[config.mk]
export PLATFORM = sky130hd
export DESIGN_NAME = intr_seq
export DESIGN_NICKNAME = d
export VERILOG_FILES = /design/src/rtl/intr_seq_pkg.sv /design/src/rtl/intr_prio_pick.sv /design/src/rtl/intr_stack_ptr.sv /design/src/rtl/intr_seq_ctl.sv /design/src/rtl/intr_seq.sv
export SDC_FILE = /design/constraint.sdc
export NUM_CORES = 1
export LEC_CHECK = 0
export ABC_AREA = 1
export BUFFER_PORTS_ARGS = -buffer_cell sky130_fd_sc_hd__buf_2
export CAP_MARGIN = 20
export CORE_MARGIN = 2
export CORE_UTILIZATION = 30
export DETAILED_ROUTE_END_ITERATION = 7
export PLACE_DENSITY = 0.56
export SYNTH_ARGS = -nofsm -noshare
export SYNTH_HDL_FRONTEND = slang
export SYNTH_HIERARCHICAL = 1
export SYNTH_SLANG_ARGS = --single-unit
[constraint.sdc]
create_clock -name clk -period 2.4 [get_ports clk]
set_input_delay 0.6 -clock clk [delete_from_list [all_inputs] [get_ports clk]]
set_output_delay 0.6 -clock clk [all_outputs]
set_load 0.005 [all_outputs]
[src/rtl/intr_seq_pkg.sv]
package intr_seq_pkg;

   localparam int BYTE_W = 8;

   typedef enum logic [3:0] {
      S_IDLE     = 4'd0,
      S_PUSH_LO  = 4'd1,
      S_PUSH_HI  = 4'd2,
      S_PUSH_GAP = 4'd3,
      S_VEC_LD   = 4'd4,
      S_POP_HI   = 4'd5,
      S_POP_LO   = 4'd6,
      S_POP_GAP  = 4'd7,
      S_RET_LD   = 4'd8
   } seq_state_e;

   function automatic int idx_width(input int n);
      return (n <= 1) ? 1 : $clog2(n);
   endfunction

endpackage

[src/rtl/intr_prio_pick.sv]
module intr_prio_pick #(
   parameter int NUM_REQ = 8,
   parameter int IDX_W   = 3
) (
   input  logic [NUM_REQ-1:0] req_i,
   output logic               any_o,
   output logic [IDX_W-1:0]   idx_o
);

   generate
      if (NUM_REQ == 1) begin : g_single
         assign any_o = req_i[0];
         assign idx_o = '0;
      end else begin : g_multi
         // scan from the top so the lowest set bit is the last to write
         always_comb begin
            idx_o = '0;
            for (int i = NUM_REQ - 1; i >= 0; i--) begin
               if (req_i[i]) idx_o = IDX_W'(i);
            end
         end
         assign any_o = |req_i;
      end
   endgenerate

endmodule

[src/rtl/intr_stack_ptr.sv]
module intr_stack_ptr #(
   parameter int SP_W    = 16,
   parameter int SP_INIT = 'hF0
) (
   input  logic            clk,
   input  logic            rst_n,
   input  logic            dec_i,
   input  logic            inc_i,
   output logic [SP_W-1:0] sp_o,
   output logic [SP_W-1:0] sp_inc_o
);

   logic [SP_W-1:0] sp_q;

   always_ff @(posedge clk or negedge rst_n) begin
      if (!rst_n) begin
         sp_q <= SP_W'(SP_INIT);
      end else if (dec_i) begin
         sp_q <= sp_q - SP_W'(1);
      end else if (inc_i) begin
         sp_q <= sp_q + SP_W'(1);
      end
   end

   assign sp_o     = sp_q;
   assign sp_inc_o = sp_q + SP_W'(1);

endmodule

[src/rtl/intr_seq_ctl.sv]
module intr_seq_ctl
   import intr_seq_pkg::*;
(
   input  logic clk,
   input  logic rst_n,
   input  logic insn_last_i,
   input  logic insn_reti_i,
   input  logic gie_i,
   input  logic any_req_i,
   output logic accept_o,
   output logic push_lo_o,
   output logic push_hi_o,
   output logic pop_hi_o,
   output logic pop_lo_o,
   output logic vec_ld_o,
   output logic ret_ld_o,
   output logic busy_o
);

   seq_state_e st_q, st_d;
   logic       idle, ret_start;

   assign idle      = (st_q == S_IDLE);
   assign ret_start = idle && insn_last_i && insn_reti_i;
   assign accept_o  = idle && insn_last_i && !insn_reti_i && gie_i && any_req_i;

   always_comb begin
      st_d = st_q;
      unique case (st_q)
         S_IDLE: begin
            if (ret_start)     st_d = S_POP_HI;
            else if (accept_o) st_d = S_PUSH_LO;
         end
         S_PUSH_LO:  st_d = S_PUSH_HI;
         S_PUSH_HI:  st_d = S_PUSH_GAP;
         S_PUSH_GAP: st_d = S_VEC_LD;
         S_VEC_LD:   st_d = S_IDLE;
         S_POP_HI:   st_d = S_POP_LO;
         S_POP_LO:   st_d = S_POP_GAP;
         S_POP_GAP:  st_d = S_RET_LD;
         S_RET_LD:   st_d = S_IDLE;
         default:    st_d = S_IDLE;
      endcase
   end

   always_ff @(posedge clk or negedge rst_n) begin
      if (!rst_n) st_q <= S_IDLE;
      else        st_q <= st_d;
   end

   assign push_lo_o = (st_q == S_PUSH_LO);
   assign push_hi_o = (st_q == S_PUSH_HI);
   assign pop_hi_o  = (st_q == S_POP_HI);
   assign pop_lo_o  = (st_q == S_POP_LO);
   assign vec_ld_o  = (st_q == S_VEC_LD);
   assign ret_ld_o  = (st_q == S_RET_LD);
   assign busy_o    = !idle;

endmodule

[src/rtl/intr_seq.sv]
module intr_seq
   import intr_seq_pkg::*;
#(
   parameter int NUM_REQ  = 8,
   parameter int PC_W     = 14,
   parameter int SP_W     = 16,
   parameter int VEC_BASE = 2,
   parameter int SP_INIT  = 'hF0,
   parameter bit GIE_INIT = 1'b1
) (
   input  logic               clk,
   input  logic               rst_n,
   input  logic [NUM_REQ-1:0] req_i,
   input  logic               insn_last_i,
   input  logic               insn_reti_i,
   input  logic [PC_W-1:0]    pc_next_i,
   input  logic [7:0]         stk_rdata_i,
   output logic               busy_o,
   output logic               pc_load_o,
   output logic [PC_W-1:0]    pc_load_val_o,
   output logic               stk_we_o,
   output logic               stk_re_o,
   output logic [SP_W-1:0]    stk_addr_o,
   output logic [7:0]         stk_wdata_o,
   output logic [SP_W-1:0]    sp_o,
   output logic               gie_o,
   output logic [NUM_REQ-1:0] ack_o
);

   localparam int IDX_W   = idx_width(NUM_REQ);
   localparam int WORD_W  = 2 * BYTE_W;
   localparam int TOP_VEC = VEC_BASE + 2 * (NUM_REQ - 1);

   // elaboration-time parameter checks
   generate
      if (PC_W <= BYTE_W || PC_W > WORD_W) begin : g_bad_pc_w
         $error("intr_seq: PC_W must lie in 9..16");
      end
      if (SP_W < BYTE_W || SP_W > WORD_W) begin : g_bad_sp_w
         $error("intr_seq: SP_W must lie in 8..16");
      end
      if (NUM_REQ < 1 || NUM_REQ > 32) begin : g_bad_num
         $error("intr_seq: NUM_REQ must lie in 1..32");
      end
      if (VEC_BASE < 0 || TOP_VEC >= (1 << PC_W)) begin : g_bad_vec
         $error("intr_seq: vector table exceeds the address space");
      end
      if (SP_INIT < 0 || SP_INIT >= (1 << SP_W)) begin : g_bad_sp_init
         $error("intr_seq: SP_INIT does not fit SP_W");
      end
   endgenerate

   logic             any_req;
   logic [IDX_W-1:0] pick_idx;
   logic             accept;
   logic             push_lo, push_hi, pop_hi, pop_lo, vec_ld, ret_ld, busy;
   logic [SP_W-1:0]  sp, sp_inc;

   intr_prio_pick #(
      .NUM_REQ(NUM_REQ),
      .IDX_W  (IDX_W)
   ) u_pick (
      .req_i(req_i),
      .any_o(any_req),
      .idx_o(pick_idx)
   );

   logic gie_q;

   intr_seq_ctl u_ctl (
      .clk        (clk),
      .rst_n      (rst_n),
      .insn_last_i(insn_last_i),
      .insn_reti_i(insn_reti_i),
      .gie_i      (gie_q),
      .any_req_i  (any_req),
      .accept_o   (accept),
      .push_lo_o  (push_lo),
      .push_hi_o  (push_hi),
      .pop_hi_o   (pop_hi),
      .pop_lo_o   (pop_lo),
      .vec_ld_o   (vec_ld),
      .ret_ld_o   (ret_ld),
      .busy_o     (busy)
   );

   intr_stack_ptr #(
      .SP_W   (SP_W),
      .SP_INIT(SP_INIT)
   ) u_sp (
      .clk     (clk),
      .rst_n   (rst_n),
      .dec_i   (push_lo | push_hi),
      .inc_i   (pop_hi | pop_lo),
      .sp_o    (sp),
      .sp_inc_o(sp_inc)
   );

   // return address widened to two bytes, with the restored word narrowed back
   logic [WORD_W-1:0] pc_wide;
   logic [WORD_W-1:0] ret_word;
   logic [PC_W-1:0]   ret_pc;
   logic [7:0]        ret_hi_q, ret_lo_q;

   assign ret_word = {ret_hi_q, ret_lo_q};

   generate
      if (PC_W == WORD_W) begin : g_full_pc
         assign pc_wide = pc_next_i;
         assign ret_pc  = ret_word;
      end else begin : g_pad_pc
         logic unused_ret_hi;
         assign pc_wide       = {{(WORD_W - PC_W){1'b0}}, pc_next_i};
         assign ret_pc        = ret_word[PC_W-1:0];
         assign unused_ret_hi = ^ret_word[WORD_W-1:PC_W];
      end
   endgenerate

   logic [WORD_W-1:0] pc_cap_q;
   logic [IDX_W-1:0]  idx_q;

   always_ff @(posedge clk or negedge rst_n) begin
      if (!rst_n) begin
         pc_cap_q <= '0;
         idx_q    <= '0;
      end else if (accept) begin
         pc_cap_q <= pc_wide;
         idx_q    <= pick_idx;
      end
   end

   always_ff @(posedge clk or negedge rst_n) begin
      if (!rst_n) begin
         ret_hi_q <= '0;
         ret_lo_q <= '0;
      end else begin
         if (pop_hi) ret_hi_q <= stk_rdata_i;
         if (pop_lo) ret_lo_q <= stk_rdata_i;
      end
   end

   always_ff @(posedge clk or negedge rst_n) begin
      if (!rst_n) begin
         gie_q <= GIE_INIT;
      end else if (accept) begin
         gie_q <= 1'b0;
      end else if (ret_ld) begin
         gie_q <= 1'b1;
      end
   end

   logic [PC_W-1:0] vec_addr;
   assign vec_addr = PC_W'(VEC_BASE) + (PC_W'(idx_q) << 1);

   assign busy_o        = busy;
   assign pc_load_o     = vec_ld | ret_ld;
   assign pc_load_val_o = vec_ld ? vec_addr : (ret_ld ? ret_pc : '0);
   assign stk_we_o      = push_lo | push_hi;
   assign stk_re_o      = pop_hi | pop_lo;
   assign stk_addr_o    = (pop_hi | pop_lo) ? sp_inc : sp;
   assign stk_wdata_o   = push_hi ? pc_cap_q[WORD_W-1:BYTE_W]
                        : (push_lo ? pc_cap_q[BYTE_W-1:0] : 8'h00);
   assign sp_o          = sp;
   assign gie_o         = gie_q;
   assign ack_o         = vec_ld ? (NUM_REQ'(1) << idx_q) : '0;

endmodule

==> impl_summary.md <==
Final layout
The antenna diode instance count is 0. The area growth from synthesis to layout is 32.7%. The end-of-flow core utilization is 0.413.

In the final design database the tool counted approximately 720 nets. Summing all non-filler instances in the final layout gives an area of 4770 um2. The ratio of cells with drive above 1 in the final layout is 0.297.

Synth
The post-synthesis cell area is 3600 um2. After synthesis, the cell types taking the most area are dfrtp_1 (33%), nand2_1 (21%), inv_1 (9.0%). The area share of the largest cell type after synthesis is 0.327.

The mean cell area of the mapped netlist is 6.50 um2. The total nets after synthesis is 595. The synthesized design contains between 50 and 60 register bits.

Of the synthesized area, sequential elements account for 0.363. Synthesis produced a netlist whose cell count is 553. After synthesis, the netlist uses 34 different library cells. The total of warnings raised by yosys is 6. The largest area contributor in the synthesized netlist is dfrtp_1.

Power
Of the total power, the clock network draws 0.133. The portion of total power attributed to sequential cells is 0.307. The static leakage is between 2 and 3 nW.

The switching component of the power is 2.63 mW. The maximum resistive drop on vdd is roughly 400 uV. The share of total power dissipated in combinational logic is 0.560. The internal power is 3.01 mW. In this run the power density over the cells is 1180 nW/um2.

The switching share of power is 0.467. The total power consumption of the routed design is 5.64 mW.

Timing
The headroom to the max-slew limit is 0.691. The slew at the pin with the worst max-slew slack is 0.461 ns. The final hold violation count came to 0. The number of setup violations in the final report is 0.

The highest clock frequency the design can meet is between 0.4 and 0.5 GHz. Dividing the final minimum period by the clock period gives 0.993. The clock tree skew after final layout is approximately 0.0099 ns.

Setup repair after global routing could not meet its margin everywhere. The final critical-path required period is 2.38 ns. The final number of max-transition violations is 0.

The worst hold slack after final layout is ~0.23 ns. The worst path meets setup with 0.0175 ns of slack.

Placement
During placement, the flow inserted port buffers numbering 100. The area after detailed placement is 4290 um2. The global placement routability congestion is slightly below 0.9. The detailed-placement wirelength estimate is 7560 um. The post-placement setup slack is ~0.28 ns.

CTS
No sink is reached through more buffers than the 2 on the longest clock path. The number of buffers inserted by hold repair at cts is 0. TritonCTS built the clock tree. The root buffer cell is clkbuf_16. The latest clock arrival within the worst-skew pair is 0.30 ns. The number of sinks handled by clock tree synthesis is 52.

The post-CTS clock slew at the launch and capture registers of the worst setup and hold paths is 0.08 ns. The H-tree was split into 2 levels. The CTS buffer count is 5.

Drt
Summing over every cut layer, the via total after detailed routing is 3726. In this run, the number of DRC markers left after iteration 0 of detailed routing was 148. The routed wire length is 10400 um. The number of detailed-routing iterations run before antenna repair is 5.

The wire length per cell is between 10 and 15 um. Using the TritonRoute via totals, the vias-per-cell ratio works out to ~4.5. In this run the remaining antenna-violating nets after routing total 0. The final routed DRC violation total is 0.

Worst setup path
Along the worst path, the maximum fanout reaches 4. The critical path is of the reg2out type. For the worst setup path, the data arrival time is 1.78 ns. At the worst endpoint, the required time is 1.80 ns.

STA classifies the critical path endpoint as a primary output. The startpoint type of the worst setup path is a flop.

GRT
The maximum number of pins on one net before global-route repair is 36. The via count of the first global-routing pass is 3468. The number of antenna violations at the first check in global routing came to 0.

The first-pass GRT wire length is 16500 um. The overflow left after global routing is 0. The global-route total usage across every layer is 0.157.

Floorplan
The number of rows in the core area is 39. The die footprint is 12900 um2. The die outline width is 114 um.

The chip height is between 100 and 150 um. The number of top-level pins is 101. The starting utilization of the core area is 0.311. The core footprint is 11600 um2.

Run status
The run finished with clean final reports.

Run
The max-cap violation count is 0.

Worst hold path
The path class of the tightest hold or removal check is in2async.
==> critical path, cell delays in order (launching register included) <==
cell and delay, ns:
dfstp_2 0.58, buf_4 0.13, nand2_2 0.08, nor2_4 0.14, nand3_2 0.12, xor2_2 0.20
nand2_1 0.07, nand2_1 0.04, buf_2 0.12
==> synthesized netlist by cell type <==
| library cell | count |
|---|---|
| nor3b_1 | 1 |
| clkbuf_2 | 2 |
| inv_2 | 3 |
| clkinv_1 | 1 |
| ha_1 | 8 |
| or2_1 | 1 |
| nand2_4 | 2 |
| o21ai_0 | 31 |
| o221ai_1 | 1 |
| nor2_1 | 53 |
| nor2_2 | 2 |
| nor3_2 | 2 |
| buf_4 | 1 |
| inv_1 | 86 |
| xor2_1 | 8 |
| nor2_4 | 6 |
| dfstp_2 | 5 |
| a31oi_1 | 1 |
| and3_1 | 1 |
| buf_6 | 2 |
| nand2_2 | 4 |
| buf_2 | 9 |
| a21oi_1 | 4 |
| clkbuf_1 | 2 |
| and2_1 | 2 |
| o211ai_1 | 4 |
| nand3_1 | 43 |
| nand2_1 | 202 |
| o21ai_1 | 3 |
| nor3_1 | 5 |
| dfrtp_1 | 47 |
| nand3_2 | 2 |
| nand4_1 | 7 |
| or2_2 | 2 |
==> power by group through the flow <==
| stage | clock, mW | combinational, mW | sequential [mW] |
|---|---|---|---|
| global placement | 0 | 2.73 | 1.70 |
| detailed placement | 0 | 2.76 | 1.72 |
| floorplan | 0 | 1.83 | 1.62 |
| global route | 0.798 | 3.59 | 1.79 |
| CTS | 0.769 | 2.84 | 1.71 |
| finish | 0.749 | 3.16 | 1.73 |
==> kinds of logic (layout without fill, tap and decap cells) <==
kind of cell | Yosys count | count (layout) | share of synthesized area
compound gates | 44 | 44 | 0.0654
flops | 52 | 52 | 0.363
fa+ha+maj | 8 | 8 | 0.0278
simple gates | 335 | 336 | 0.404
buf+inv | 106 | 235 | 0.120
xor+xnor | 8 | 8 | 0.0195
==> area by class of cell <==
| cell class | instances | area [um2] |
|---|---|---|
| fillers | 1233 | 6790 |
| flip-flops and latches | 52 | 1310 |
| repair buffers | 137 | 791 |
| clock inverters | 3 | 23.8 |
| inverters | 90 | 344 |
| clock buffers | 5 | 125 |
| well taps | 143 | 179 |
| multi-input cells | 396 | 2000 |
==> sequential cells by signal, summed over array words and instances (netlist names) <==
signal and flops:
u_sp/sp_o 16, pc_cap_q 14, ret_lo_q 8, ret_hi_q 6, u_ctl/st_q 4, idx_q 3
gie_o 1
==> through the flow <==
stage / TNS [ns] / std cells
global route: -0.347 / 826
finish: 0 / 826
detailed placement: 0 / 794
CTS: 0 / 806
global placement: 0 / 794
floorplan: 0 / 553
==> worst paths after layout <==
check | from | endpoint | slack [ns] | depth (start not counted)
min in group clk | ret_lo_q[2] | ret_lo_q[2] | 0.49 | 2
max reg2reg | u_ctl/st_q[0] | u_sp/sp_o[5] | 0.26 | 12
min | rst_n | ret_lo_q[2] | 0.23 | 1
max | u_sp/sp_o[6] | stk_addr_o[12] | 0.02 | 8
max in group asynchronous | rst_n | gie_o | 1.50 | 2
min reg2reg | ret_lo_q[2] | ret_lo_q[2] | 0.49 | 2
==> layer usage <==
metal	vias to the layer above	GRT usage	wire length, um
met4	0	0.0455	200
met2	99	0.257	4920
met5	-	0	0
li1	1955	-	-
met3	14	0.0340	587
met1	1658	0.209	4690
==> placed cells by master (no fill, tap or decap), types with 9 or more instances in the layout <==
cell and n:
buf_4 36, inv_1 81, nand2_2 12, nor2_1 50, dfrtp_1 42, nand2_1 194
nand3_1 40, buf_2 100, o21ai_0 31, nor2_4 9
==> what timing repair did <==
| action | CTS | global route |
|---|---|---|
| pin swaps | 2 | 12 |
| endpoints found under the hold margin | 0 | 0 |
| setup endpoints to repair | 20 | 39 |
| gates resized for setup | 7 | 31 |
| buffers inserted | 4 | 19 |
| gates cloned | 0 | 1 |
Note: power is estimated with default switching activity, not from simulation.
